$ cat config.mk
export PLATFORM = sky130hd
export DESIGN_NAME = lsu_top
export DESIGN_NICKNAME = d
export VERILOG_FILES = /design/src/rtl/lsu_pkg.sv /design/src/rtl/lsu_agen.sv /design/src/rtl/lsu_store_align.sv /design/src/rtl/lsu_load_extract.sv /design/src/rtl/lsu_top.sv
export SDC_FILE = /design/constraint.sdc
export NUM_CORES = 1
export LEC_CHECK = 0
export BUFFER_PORTS_ARGS = -buffer_cell sky130_fd_sc_hd__buf_2
export CAP_MARGIN = 5
export CORE_MARGIN = 10
export CORE_UTILIZATION = 45
export CTS_CLUSTER_DIAMETER = 60
export DETAILED_ROUTE_END_ITERATION = 7
export PLACE_DENSITY_LB_ADDON = 0.15
export REMOVE_ABC_BUFFERS = 1
export SETUP_SLACK_MARGIN = 0.5
export SYNTH_ARGS = -nofsm -noshare
export SYNTH_HDL_FRONTEND = slang
export SYNTH_HIERARCHICAL = 1
export SYNTH_SLANG_ARGS = --single-unit
$ cat constraint.sdc
create_clock -name clk -period 4.15 [get_ports clk]
set_input_delay 0.2075 -clock clk [delete_from_list [all_inputs] [get_ports clk]]
set_output_delay 0.2075 -clock clk [all_outputs]
set_load 0.02 [all_outputs]
$ cat src/rtl/lsu_pkg.sv
package lsu_pkg;

    localparam int XLEN     = 32;
    localparam int NLANES   = XLEN / 8;
    localparam int LO_W     = $clog2(NLANES);
    localparam int WADDR_W  = XLEN - LO_W;
    localparam int IMM_W    = 12;

    localparam logic [6:0] OPC_LOAD  = 7'b0000011;
    localparam logic [6:0] OPC_STORE = 7'b0100011;

    typedef enum logic [1:0] {
        SZ_BYTE = 2'd0,
        SZ_HALF = 2'd1,
        SZ_WORD = 2'd2,
        SZ_NONE = 2'd3
    } acc_size_e;

    typedef struct packed {
        logic      is_load;
        logic      is_store;
        acc_size_e size;
        logic      uns;
    } mem_dec_t;

    function automatic mem_dec_t decode_mem(input logic [XLEN-1:0] ins);
        mem_dec_t   d;
        logic [2:0] f3;
        f3 = ins[14:12];
        d.is_load  = 1'b0;
        d.is_store = 1'b0;
        d.uns      = f3[2];
        d.size     = SZ_NONE;
        if (ins[6:0] == OPC_LOAD) begin
            d.is_load = (f3 == 3'b000) || (f3 == 3'b001) || (f3 == 3'b010)
                     || (f3 == 3'b100) || (f3 == 3'b101);
        end else if (ins[6:0] == OPC_STORE) begin
            d.is_store = (f3 == 3'b000) || (f3 == 3'b001) || (f3 == 3'b010);
        end
        if (d.is_load || d.is_store) begin
            d.size = acc_size_e'(f3[1:0]);
        end
        return d;
    endfunction

    function automatic logic [XLEN-1:0] offset_i(input logic [XLEN-1:0] ins);
        return {{(XLEN-IMM_W){ins[31]}}, ins[31:20]};
    endfunction

    function automatic logic [XLEN-1:0] offset_s(input logic [XLEN-1:0] ins);
        return {{(XLEN-IMM_W){ins[31]}}, ins[31:25], ins[11:7]};
    endfunction

    function automatic logic is_misaligned(input acc_size_e sz, input logic [LO_W-1:0] lo);
        logic r;
        case (sz)
            SZ_HALF: r = lo[0];
            SZ_WORD: r = (lo != '0);
            default: r = 1'b0;
        endcase
        return r;
    endfunction

endpackage

$ cat src/rtl/lsu_agen.sv
module lsu_agen
    import lsu_pkg::*;
(
    input  logic            op_valid,
    input  logic [XLEN-1:0] inst,
    input  logic [XLEN-1:0] rs1_val,
    output logic [XLEN-1:0] eff_addr,
    output mem_dec_t        dec,
    output logic            misal
);

    logic [XLEN-1:0] offset;

    always_comb begin
        dec      = decode_mem(inst);
        offset   = dec.is_store ? offset_s(inst) : offset_i(inst);
        eff_addr = rs1_val + offset;
        misal    = op_valid && (dec.is_load || dec.is_store)
                && is_misaligned(dec.size, eff_addr[LO_W-1:0]);
    end

endmodule

$ cat src/rtl/lsu_store_align.sv
module lsu_store_align
    import lsu_pkg::*;
(
    input  acc_size_e         size,
    input  logic [LO_W-1:0]   lo,
    input  logic [XLEN-1:0]   src,
    output logic [NLANES-1:0] be,
    output logic [XLEN-1:0]   wdata
);

    for (genvar l = 0; l < NLANES; l++) begin : g_lane
        localparam logic [LO_W-1:0] LANE = LO_W'(l);
        localparam int              HOFF = (l % 2) * 8;

        always_comb begin
            case (size)
                SZ_WORD: begin
                    be[l]          = 1'b1;
                    wdata[8*l +: 8] = src[8*l +: 8];
                end
                SZ_HALF: begin
                    be[l]          = (LANE[LO_W-1:1] == lo[LO_W-1:1]);
                    wdata[8*l +: 8] = src[HOFF +: 8];
                end
                SZ_BYTE: begin
                    be[l]          = (LANE == lo);
                    wdata[8*l +: 8] = src[7:0];
                end
                default: begin
                    be[l]          = 1'b0;
                    wdata[8*l +: 8] = src[8*l +: 8];
                end
            endcase
        end
    end

endmodule

$ cat src/rtl/lsu_load_extract.sv
module lsu_load_extract
    import lsu_pkg::*;
(
    input  logic            clk,
    input  logic            rst,
    input  logic            capture,
    input  acc_size_e       size,
    input  logic            uns,
    input  logic [LO_W-1:0] lo,
    input  logic [XLEN-1:0] rdata,
    output logic            ld_valid,
    output logic [XLEN-1:0] ld_data
);

    logic            pend_q;
    logic [LO_W-1:0] lo_q;
    acc_size_e       size_q;
    logic            uns_q;
    logic [XLEN-1:0] shifted;

    always_ff @(posedge clk) begin
        if (rst) begin
            pend_q <= 1'b0;
            lo_q   <= '0;
            size_q <= SZ_NONE;
            uns_q  <= 1'b0;
        end else begin
            pend_q <= capture;
            if (capture) begin
                lo_q   <= lo;
                size_q <= size;
                uns_q  <= uns;
            end
        end
    end

    always_comb begin
        shifted = rdata >> (8 * int'(lo_q));
        case (size_q)
            SZ_BYTE: ld_data = {{(XLEN-8){~uns_q & shifted[7]}}, shifted[7:0]};
            SZ_HALF: ld_data = {{(XLEN-16){~uns_q & shifted[15]}}, shifted[15:0]};
            default: ld_data = rdata;
        endcase
    end

    assign ld_valid = pend_q;

endmodule

$ cat src/rtl/lsu_top.sv
module lsu_top
    import lsu_pkg::*;
(
    input  logic                clk,
    input  logic                rst,
    input  logic                op_valid,
    input  logic [XLEN-1:0]     inst,
    input  logic [XLEN-1:0]     rs1_val,
    input  logic [XLEN-1:0]     rs2_val,
    output logic                mem_req,
    output logic                mem_we,
    output logic [WADDR_W-1:0]  mem_addr,
    output logic [NLANES-1:0]   mem_be,
    output logic [XLEN-1:0]     mem_wdata,
    input  logic [XLEN-1:0]     mem_rdata,
    output logic                load_misaligned,
    output logic                store_misaligned,
    output logic                ld_valid,
    output logic [XLEN-1:0]     ld_data
);

    logic [XLEN-1:0]   eff_addr;
    mem_dec_t          dec;
    logic              misal;
    logic              issue;
    logic [NLANES-1:0] st_be;

    lsu_agen u_agen (
        .op_valid (op_valid),
        .inst     (inst),
        .rs1_val  (rs1_val),
        .eff_addr (eff_addr),
        .dec      (dec),
        .misal    (misal)
    );

    lsu_store_align u_st (
        .size  (dec.size),
        .lo    (eff_addr[LO_W-1:0]),
        .src   (rs2_val),
        .be    (st_be),
        .wdata (mem_wdata)
    );

    assign issue            = op_valid && (dec.is_load || dec.is_store) && !misal;
    assign mem_req          = issue;
    assign mem_we           = issue && dec.is_store;
    assign mem_addr         = eff_addr[XLEN-1:LO_W];
    assign mem_be           = !issue ? '0 : (dec.is_store ? st_be : '1);
    assign load_misaligned  = misal && dec.is_load;
    assign store_misaligned = misal && dec.is_store;

    lsu_load_extract u_ld (
        .clk      (clk),
        .rst      (rst),
        .capture  (issue && dec.is_load),
        .size     (dec.size),
        .uns      (dec.uns),
        .lo       (eff_addr[LO_W-1:0]),
        .rdata    (mem_rdata),
        .ld_valid (ld_valid),
        .ld_data  (ld_data)
    );

endmodule

==> impl_metrics.env <==
export IMPL_yosysWarningCount=6
export IMPL_cts_tree="yes"
export IMPL_r2r_slack_ns=3.04
export IMPL_hp_class="in2reg"
export IMPL_fmax_mhz=283
export IMPL_fp_dieH_um=113
export IMPL_antenna_found_initial=0
export IMPL_setup_tns_ns=0
export IMPL_status="complete, no violations"
export IMPL_crit_arrival_ns=3.32
export IMPL_p_leak_nw=2.61
export IMPL_cts_root_buffer="clkbuf_8"
export IMPL_grt_pass1_wl_um=22800
export IMPL_rsz0062_at_grt="true"
export IMPL_power_mw=0.873
export IMPL_min_period_ns=3.53
export IMPL_pin_count=234
export IMPL_wirelength_um=14600
export IMPL_slew_headroom=0.506
export IMPL_drc=0
export IMPL_coreArea_sq_um=8300
export IMPL_crit_required_ns=3.94
export IMPL_nNetsFinal=915
export IMPL_rr_startpoint="u_ld/lo_q[0]"
export IMPL_cts_buffers=3
export IMPL_ys_seq_area_frac=0.0309
export IMPL_hold_ws_ns=0.207
export IMPL_drt_pass1_iterations=7
export IMPL_die_width_um=113
export IMPL_r2r_end="u_ld/lo_q[0]"
export IMPL_cts_hold_buffers=0
export IMPL_slew_violations=0
export IMPL_finClkSkew_ns=0
export IMPL_clk_path_buf_depth=2
export IMPL_critPathMaxFanout=7
export IMPL_syn_inst=549
export IMPL_dp_hpwl_um=12000
export IMPL_dp_cells=842
export IMPL_synthesis_area_sq_um=3890
export IMPL_port_buffers=228
export IMPL_finalSetupViolCount=0
export IMPL_initial_core_util=0.468
export IMPL_min_period_over_period=0.851
export IMPL_rows=33
export IMPL_cts_sinks=6
export IMPL_clock_latency_ns=0.22
export IMPL_synth_edf_count=0
export IMPL_viasPerCell=5.68
export IMPL_final_cell_mix="223 x buf_2, 76 x nand2_1, 38 x o21ai_0"
export IMPL_timing_critical_path_to="mem_addr[16]"
export IMPL_crit_start="inst[4]"
export IMPL_dieArea_sq_um=12800
export IMPL_maxCapViolations=0
export IMPL_synthArstFlopShare=0
export IMPL_final_common_cell="buf_2"
export IMPL_combPwrFrac=0.832
export IMPL_ys_ff_latch=6
export IMPL_gp_congestion=0.939
export IMPL_synth_cell_types=80
export IMPL_switching_share=0.533
export IMPL_grt_pass1_vias=4694
export IMPL_antenna_left=0
export IMPL_pwr_share_clk=0.101
export IMPL_r2r_cells=2
export IMPL_num_vias=4842
export IMPL_worst_pin_slew_ns=0.740
export IMPL_layout_cells_non_filler=853
export IMPL_layout_drive_gt1_share=0.421
export IMPL_p_int_mw=0.408
export IMPL_syn_area_per_cell_sq_um=7.08
export IMPL_grt_max_degree=44
export IMPL_clk_pin_slew_ns=0.04
export IMPL_worstSetupPathType="in2out"
export IMPL_synth_ff_type="dfxtp_1"
export IMPL_area_delta_synth_final_pct=32.5
export IMPL_utilization=0.621
export IMPL_pwr_share_seq=0.067
export IMPL_grt_usage=0.204
export IMPL_num_antenna_cells=0
export IMPL_cts_max_level=1
export IMPL_nFillCells=796
export IMPL_wire_per_inst_um=17.1
export IMPL_p_switching_mw=0.465
export IMPL_overflow=0
export IMPL_hold_viol=0
export IMPL_crit_path_start_kind="input port"
export IMPL_end_kind="primary output"
export IMPL_peakVddDrop_v=0.000113
export IMPL_drtIter0Drc=263
export IMPL_power_density_nw_per_um2=169
[per-layer routing]
layer	vias up	global-route usage	share of wire
met5	-	0	0
met4	0	0.0516	0.017
met3	20	0.0359	0.070
met2	189	0.362	0.51
met1	2201	0.247	0.41
li1	2432	-	-
[cell usage after synthesis (all sizes together) (6+ instances only)]
| cell type | n | area [sq um] |
|---|---|---|
| nand3 | 8 | 40.0 |
| xor2 | 11 | 96.3 |
| nand3b | 7 | 52.6 |
| ha | 33 | 413 |
| nor2b | 6 | 37.5 |
| mux2 | 18 | 210 |
| o211a | 7 | 70.1 |
| o22ai | 10 | 62.6 |
| nand2 | 79 | 299 |
| xnor2 | 16 | 140 |
| dfxtp | 6 | 120 |
| inv | 32 | 120 |
| a21o | 6 | 45.0 |
| o31ai | 14 | 105 |
| buf | 35 | 243 |
| mux2i | 23 | 230 |
| a21oi | 46 | 264 |
| nor2 | 25 | 113 |
| o211ai | 8 | 60.1 |
| nor3 | 17 | 111 |
| clkbuf | 10 | 38.8 |
| nand2b | 6 | 52.6 |
| a22o | 7 | 61.3 |
| o21ai | 43 | 215 |
[power by group through the flow]
stage | combinational, mW | sequential, mW | clock (mW)
2_1_floorplan | 0.450 | 0.0592 | 0
3_3_place_gp | 0.688 | 0.0592 | 0
3_5_place_dp | 0.697 | 0.0592 | 0
4_1_cts | 0.705 | 0.0583 | 0.0892
5_1_grt | 0.791 | 0.0583 | 0.0927
6_report | 0.727 | 0.0583 | 0.0880
[repair_timing]
| action | 4_1_cts | 5_1_grt |
|---|---|---|
| cloned | 0 | 1 |
| gates resized for setup | 10 | 24 |
| setup endpoints to repair | 32 | 33 |
| setup buffers | 1 | 6 |
| pin swaps | 2 | 19 |
[final cells by class]
cell class	instances	area [sq um]	area share
clock buffer	3	41.3	0.00801
inverter	33	129	0.0250
multi-input combinational	465	3480	0.675
sequential	6	120	0.0233
tap	105	131	0.0255
timing repair buffer	240	1250	0.242
timing repair inverter	1	5.00	0.000971
[critical path, cell delays in order]
cell and delay, ns:
buf_2 0.10, nor4b_2 0.25, nand4b_1 0.16, or3b_4 0.48, clkinv_4 0.10, nand2_1 0.05, nand2_1 0.10, ha_1 0.28
nor2b_2 0.18, o2111a_1 0.28, o2111a_2 0.31, nor3_4 0.30, o221ai_2 0.17, xor2_1 0.16, buf_2 0.19
[worst min path at each step]
stage,start,to,slack (ns),cells after the start
floorplan,rst,u_ld/ld_valid,0.28,1
global placement,rst,u_ld/ld_valid,0.43,2
detailed placement,rst,u_ld/ld_valid,0.44,2
CTS,rst,u_ld/ld_valid,0.21,2
global route,rst,u_ld/lo_q[0],0.23,2
finish,rst,u_ld/lo_q[0],0.21,2
[logic make-up after synthesis]
logic type	Yosys count	share of synthesized area
XOR/XNOR	27	0.0608
flip-flops	6	0.0309
multiplexers	41	0.113
buffers and inverters	78	0.104
adder cells (fa/ha/maj)	34	0.111
AO/OA/AOI/OAI	185	0.342
AND/OR/NAND/NOR	178	0.238
[registers in the layout (all words and copies together) (netlist names)]
name           flops
u_ld/lo_q          2
u_ld/size_q        2
u_ld/ld_valid      1
u_ld/uns_q         1
[metrics by stage]
stage | setup WS, ns | area [sq um]
final | 0.618 | 5150
after global routing | 0.472 | 5150
after CTS | 0.512 | 5000
after detailed placement | 0.0966 | 4920
after global placement | 0.256 | 4920
after floorplan | 0.700 | 3610
Power figures use the tool's default switching activity.
